## config.mk

```make
export PLATFORM = sky130hd
export DESIGN_NAME = an_link_timer
export DESIGN_NICKNAME = d
export VERILOG_FILES = /design/src/rtl/an_link_timer.sv
export SDC_FILE = /design/constraint.sdc
export NUM_CORES = 1
export LEC_CHECK = 0
export BUFFER_PORTS_ARGS = -buffer_cell sky130_fd_sc_hd__buf_2
export CAP_MARGIN = 20
export CORE_MARGIN = 1
export CORE_UTILIZATION = 49
export DETAILED_ROUTE_END_ITERATION = 16
export GPL_TIMING_DRIVEN = 1
export PLACE_DENSITY = 0.73
export REMOVE_ABC_BUFFERS = 1
export SETUP_SLACK_MARGIN = 0.3
export SLEW_MARGIN = 20
export SYNTH_ARGS = -nofsm -noshare
export SYNTH_HDL_FRONTEND = slang
export SYNTH_SLANG_ARGS = --single-unit
```

## constraint.sdc

```tcl
create_clock -name clk -period 2 [get_ports clk]
set_input_delay 0.4 -clock clk [delete_from_list [all_inputs] [get_ports clk]]
set_output_delay 0.4 -clock clk [all_outputs]
set_load 0.01 [all_outputs]
```

## src/rtl/an_link_timer.sv

```systemverilog
module an_link_timer #(
  parameter int PRESCALE_W = 12,
  parameter int LEN_W      = 9
) (
  input  logic             clk,
  input  logic             rst_n,
  input  logic [LEN_W-1:0] link_len,
  input  logic             link_start,
  output logic             link_done,
  input  logic             an_done,
  input  logic             cfg_we,
  input  logic [1:0]       cfg_wdata,
  output logic [1:0]       cfg_rdata,
  output logic             an_irq
);

  localparam logic [PRESCALE_W-1:0] PRE_MAX = '1;
  localparam logic [LEN_W-1:0]      ONE     = LEN_W'(1);

  logic [PRESCALE_W-1:0] pre_q;
  logic [LEN_W-1:0]      cnt_q;
  logic                  run_q, done_q, en_q, stat_q;

  wire tick    = (pre_q == PRE_MAX);
  wire last    = (cnt_q <= ONE);
  wire en_nx   = cfg_we ? cfg_wdata[0] : en_q;
  wire clr     = cfg_we & ~cfg_wdata[1];
  wire stat_nx = en_nx & ((stat_q & ~clr) | an_done);

  always_ff @(posedge clk or negedge rst_n)
    if (!rst_n) pre_q <= '0;
    else        pre_q <= pre_q + 1'b1;

  always_ff @(posedge clk or negedge rst_n) begin
    if (!rst_n) begin
      cnt_q  <= '0;
      run_q  <= 1'b0;
      done_q <= 1'b0;
    end else if (link_start) begin
      cnt_q  <= link_len;
      run_q  <= 1'b1;
      done_q <= 1'b0;
    end else if (run_q && tick) begin
      if (last) begin
        cnt_q  <= '0;
        run_q  <= 1'b0;
        done_q <= 1'b1;
      end else begin
        cnt_q  <= cnt_q - 1'b1;
        done_q <= 1'b0;
      end
    end else begin
      done_q <= 1'b0;
    end
  end

  always_ff @(posedge clk or negedge rst_n)
    if (!rst_n) begin
      en_q   <= 1'b0;
      stat_q <= 1'b0;
    end else begin
      en_q   <= en_nx;
      stat_q <= stat_nx;
    end

  assign link_done = done_q;
  assign an_irq    = stat_q;
  assign cfg_rdata = {stat_q, en_q};

  AST_DONE_PULSE: assert property (@(posedge clk) disable iff (!rst_n)
    link_done |=> !link_done);
  AST_IDLE_QUIET: assert property (@(posedge clk) disable iff (!rst_n)
    (!run_q && !link_start) |=> !link_done);
  AST_IRQ_OFF_WHEN_DIS: assert property (@(posedge clk) disable iff (!rst_n)
    !en_q |-> !an_irq);
  AST_IRQ_SET: assert property (@(posedge clk) disable iff (!rst_n)
    (an_done && en_q && !cfg_we) |=> an_irq);
  AST_IRQ_STICKY: assert property (@(posedge clk) disable iff (!rst_n)
    (an_irq && !cfg_we) |=> an_irq);
  AST_CLEAR_LOSES: assert property (@(posedge clk) disable iff (!rst_n)
    (an_done && cfg_we && cfg_wdata[0]) |=> an_irq);

endmodule

```

==> tab_implementation.tex <==
\begin{tabular}{lr}
\hline
Metric & Value \\
\hline
\multicolumn{2}{l}{\textbf{Status}} \\
Status & finished, final reports clean \\
\multicolumn{2}{l}{\textbf{Worst setup path}} \\
Slowest cell on crit path & or4\_4 \\
Largest stage delay on the critical path & 0.45 ns \\
Crit path launch type & flip-flop \\
Crit Path Category & reg -> reg \\
Highest net fanout along the worst path & 4 \\
CP cell instances & ha\_2, nand4\_1, buf\_4, or4\_4, or2\_4, a21o\_1 \\
Arr. time, crit path & 2.03 ns \\
R2r setup slk & 0.19 ns \\
Critical path endpoint category & flip-flop \\
Required arrival time at the worst endpoint & 2.22 ns \\
\multicolumn{2}{l}{\textbf{Hold path}} \\
Type of the most critical hold path & in -> async \\
\multicolumn{2}{l}{\textbf{Logic synthesis}} \\
Number of library cell types mapped by synthesis & 44 \\
Number of flops mapped to enable cells by yosys & 0 \\
Gate count after technology mapping & 123 \\
Part of the Yosys area used for sequential elements & 49.2\% \\
Seq cells post-synth & 25 \\
Top\_reg\_cell synth & dfrtp\_1 \\
Ys Warns & 0 \\
Post-synthesis average cell area & 10.3 µm² \\
Netlist area before placement & 1270 µm² \\
Share of flip-flops with an asynchronous set or reset & 100\% \\
\multicolumn{2}{l}{\textbf{Power and ir drop}} \\
Worst-case vdd ir drop & 471 µV \\
Leakage power figure & 0.000745 µW \\
Pwr per Cell Area & 590 nW/µm² \\
Total Power & 944 µW \\
\multicolumn{2}{l}{\textbf{Final layout}} \\
Area Growth Syn to Fin & 25.9\% \\
Fraction of layout instances using a drive strength above 1 & 32.9\% \\
Number of nets in the layout & 178 \\
Inserted Diodes & 0 \\
FILL cells & 200 \\
\multicolumn{2}{l}{\textbf{Global route}} \\
Wire length of the first global-routing pass & 4570 µm \\
GRT overflow & 0 \\
Largest net degree at the start of global routing & 26 \\
Antenna violations before repair & 0 \\
Number of global-route vias before repair & 1043 \\
GRT Resource Usage Total & 22.7\% \\
\multicolumn{2}{l}{\textbf{Floorplan}} \\
Die Footprint & 2800 µm² \\
Area of the core & 2450 µm² \\
Initial core utilization & 51.8\% \\
Width of the die & 52.9 µm \\
Die span in y & 52.9 µm \\
Number of top-level pins & 20 \\
Number of core rows & 18 \\
\multicolumn{2}{l}{\textbf{CTS}} \\
CTS Root Buffer Type & clkbuf\_4 \\
Number of buffers added to fix hold violations after cts & 0 \\
Deepest level of the CTS H-tree & 1 \\
Maximum clock path buffer count & 2 \\
Clock sink total & 25 \\
Clk slew on worst S/H paths & 0.13 ns \\
TritonCTS clock tree & done \\
Later-pin clock latency in the skew report & 0.31 ns \\
Total clock buffers created by CTS & 3 \\
\multicolumn{2}{l}{\textbf{Routing}} \\
Vias & 1098 \\
Final antenna-violating net count & 0 \\
First drt pass iteration count & 4 \\
DRC violation total after the first TritonRoute iteration & 26 \\
Detailed-route wire length & 2810 µm \\
Remaining DRCs & 0 \\
Wirelength per Cell & 14.9 µm \\
Per-cell via count in the routed design & 5.84 \\
\multicolumn{2}{l}{\textbf{STA}} \\
Number of setup violations in the final report & 0 \\
Transition time of the tightest slew-check pin & 0.541 ns \\
Pins over their slew limit & 0 \\
Tcrit/Tclk final & 90.4\% \\
Clock Skews & 0.00162 ns \\
Worst rel slew slack & 64.0\% \\
Unrepaired setup endpoints after global routing & true \\
Count of endpoints failing hold in the final timing report & 0 \\
Post-Route Setup TNS & 0 ns \\
Final critical-path required period & 1.81 ns \\
Upper clock frequency limit & 553 MHz \\
\multicolumn{2}{l}{\textbf{Flow run}} \\
Max-capacitance violation count & 0 \\
\multicolumn{2}{l}{\textbf{Place}} \\
Detailed placer's ending HPWL & 1790 µm \\
Buffers added on ports & 19 \\
Routability-driven placement congestion ratio & 0.864 \\
\hline
\end{tabular}
metrics by stage:
step / area (µm²) / worst slack, ns / util, % / hold WS, ns / std cells
global route: 1600 / 0.141 / 65.2 / 0.0855 / 188
floorplan: 1240 / 0.0977 / - / 0.104 / 118
detailed placement: 1400 / 0.0464 / 57.0 / 0.416 / 171
global placement: 1400 / 0.0998 / 57.0 / 0.415 / 171
CTS: 1550 / 0.247 / 63.0 / 0.0641 / 187
finish: 1600 / 0.192 / 65.2 / 0.0459 / 188
sequential cells by signal, indices dropped and copies added, names as in the netlist:
| name | flops |
|---|---|
| pre_q | 12 |
| cnt_q | 9 |
| en_q | 1 |
| an_irq | 1 |
| link_done | 1 |
| run_q | 1 |
routing by layer:
metal  GRT usage, %  share of wire (%)  vias to the layer above
met1           32.3                 46                      541
met3           2.59                4.0                        5
met2           35.4                 49                       29
li1               -                  -                      523
met5              0                  0                        -
met4           8.33                1.2                        0
layout make-up:
type	instances	area, µm²	area share [%]
well taps	30	37.5	2.35
repair buffers	35	219	13.7
clock buffers	4	26.3	1.64
multi-input cells	86	662	41.4
flip-flops and latches	25	626	39.1
inverters	8	30.0	1.88
path summary, 6_finish.rpt:
| check | start | endpoint | depth (start not counted) |
|---|---|---|---|
| setup / recovery | pre_q[1] | run_q | 6 |
| setup reg to reg | pre_q[1] | run_q | 6 |
| hold reg to reg | pre_q[11] | pre_q[11] | 1 |
| min in group clk | link_len[7] | cnt_q[7] | 3 |
| max in group asynchronous | rst_n | cnt_q[7] | 1 |
| hold / removal | rst_n | pre_q[7] | 1 |
power by group:
| part | switching, µW | internal, µW |
|---|---|---|
| Sequential | 37.0 | 530 |
| Combinational | 83.8 | 68.9 |
| Clock | 147 | 78.0 |
repair_timing:
item,4_1_cts,5_1_grt
buffers inserted,11,1
setup endpoints to repair,11,11
gates resized for setup,5,8
gates cloned,1,0
pin swaps,7,3
kinds of logic (layout without fill, tap and decap cells):
family                     count (synthesis)  after routing  share of synthesized area (%)
AOI/OAI and AO/OA                         25             25                           15.4
DFF                                       25             25                           49.2
and+or+nand+nor                           46             47                           19.7
muxes                                      1              1                          0.886
adders and majority gates                  3              3                           2.95
xor gates and xnor gates                  10             10                           6.89
buffers and inverters                     13             47                           5.02
synth_stat cells (2+ instances only):
master | n | area [µm²]
a211o_1 | 2 | 17.5
a22oi_1 | 2 | 15.0
a31oi_1 | 2 | 12.5
a32oi_1 | 2 | 17.5
buf_4 | 2 | 15.0
clkbuf_1 | 2 | 7.51
dfrtp_1 | 25 | 626
ha_1 | 3 | 37.5
inv_1 | 8 | 30.0
nand2_1 | 8 | 30.0
nand3_1 | 7 | 35.0
nand4_1 | 2 | 12.5
nor2_1 | 6 | 22.5
nor3_1 | 9 | 45.0
nor4_1 | 3 | 18.8
nor4b_1 | 2 | 17.5
o21ai_0 | 2 | 10.0
o311ai_1 | 2 | 17.5
xnor2_1 | 6 | 52.6
xor2_1 | 4 | 35.0
worst max-delay path: cells and delay by family, from the launching register on:
kind | cells | cell delay, ns
AOI/OAI and AO/OA | 1 | 0.17
buffers and inverters | 1 | 0.17
and+or+nand+nor | 3 | 0.81
adders and majority gates | 1 | 0.18
DFF | 1 | 0.38
layout by cell type, fill, tap and decap left out, types with 2 or more instances in the layout:
master    Yosys  layout
ha_1          3       2
or4_4         1       2
a211o_1       2       2
nor4_1        3       2
buf_2         0      19
nor3_1        9       8
xnor2_1       6       6
clkbuf_4      0       3
o21ai_0       2       2
dfrtp_1      25      25
xor2_1        4       4
nand4_1       2       2
a22oi_1       2       2
nand2_1       8       8
nor2_1        6       6
nand3_1       7       7
a32oi_1       2       2
buf_4         2      15
inv_1         8       8
(Power assumes the default switching activity.)
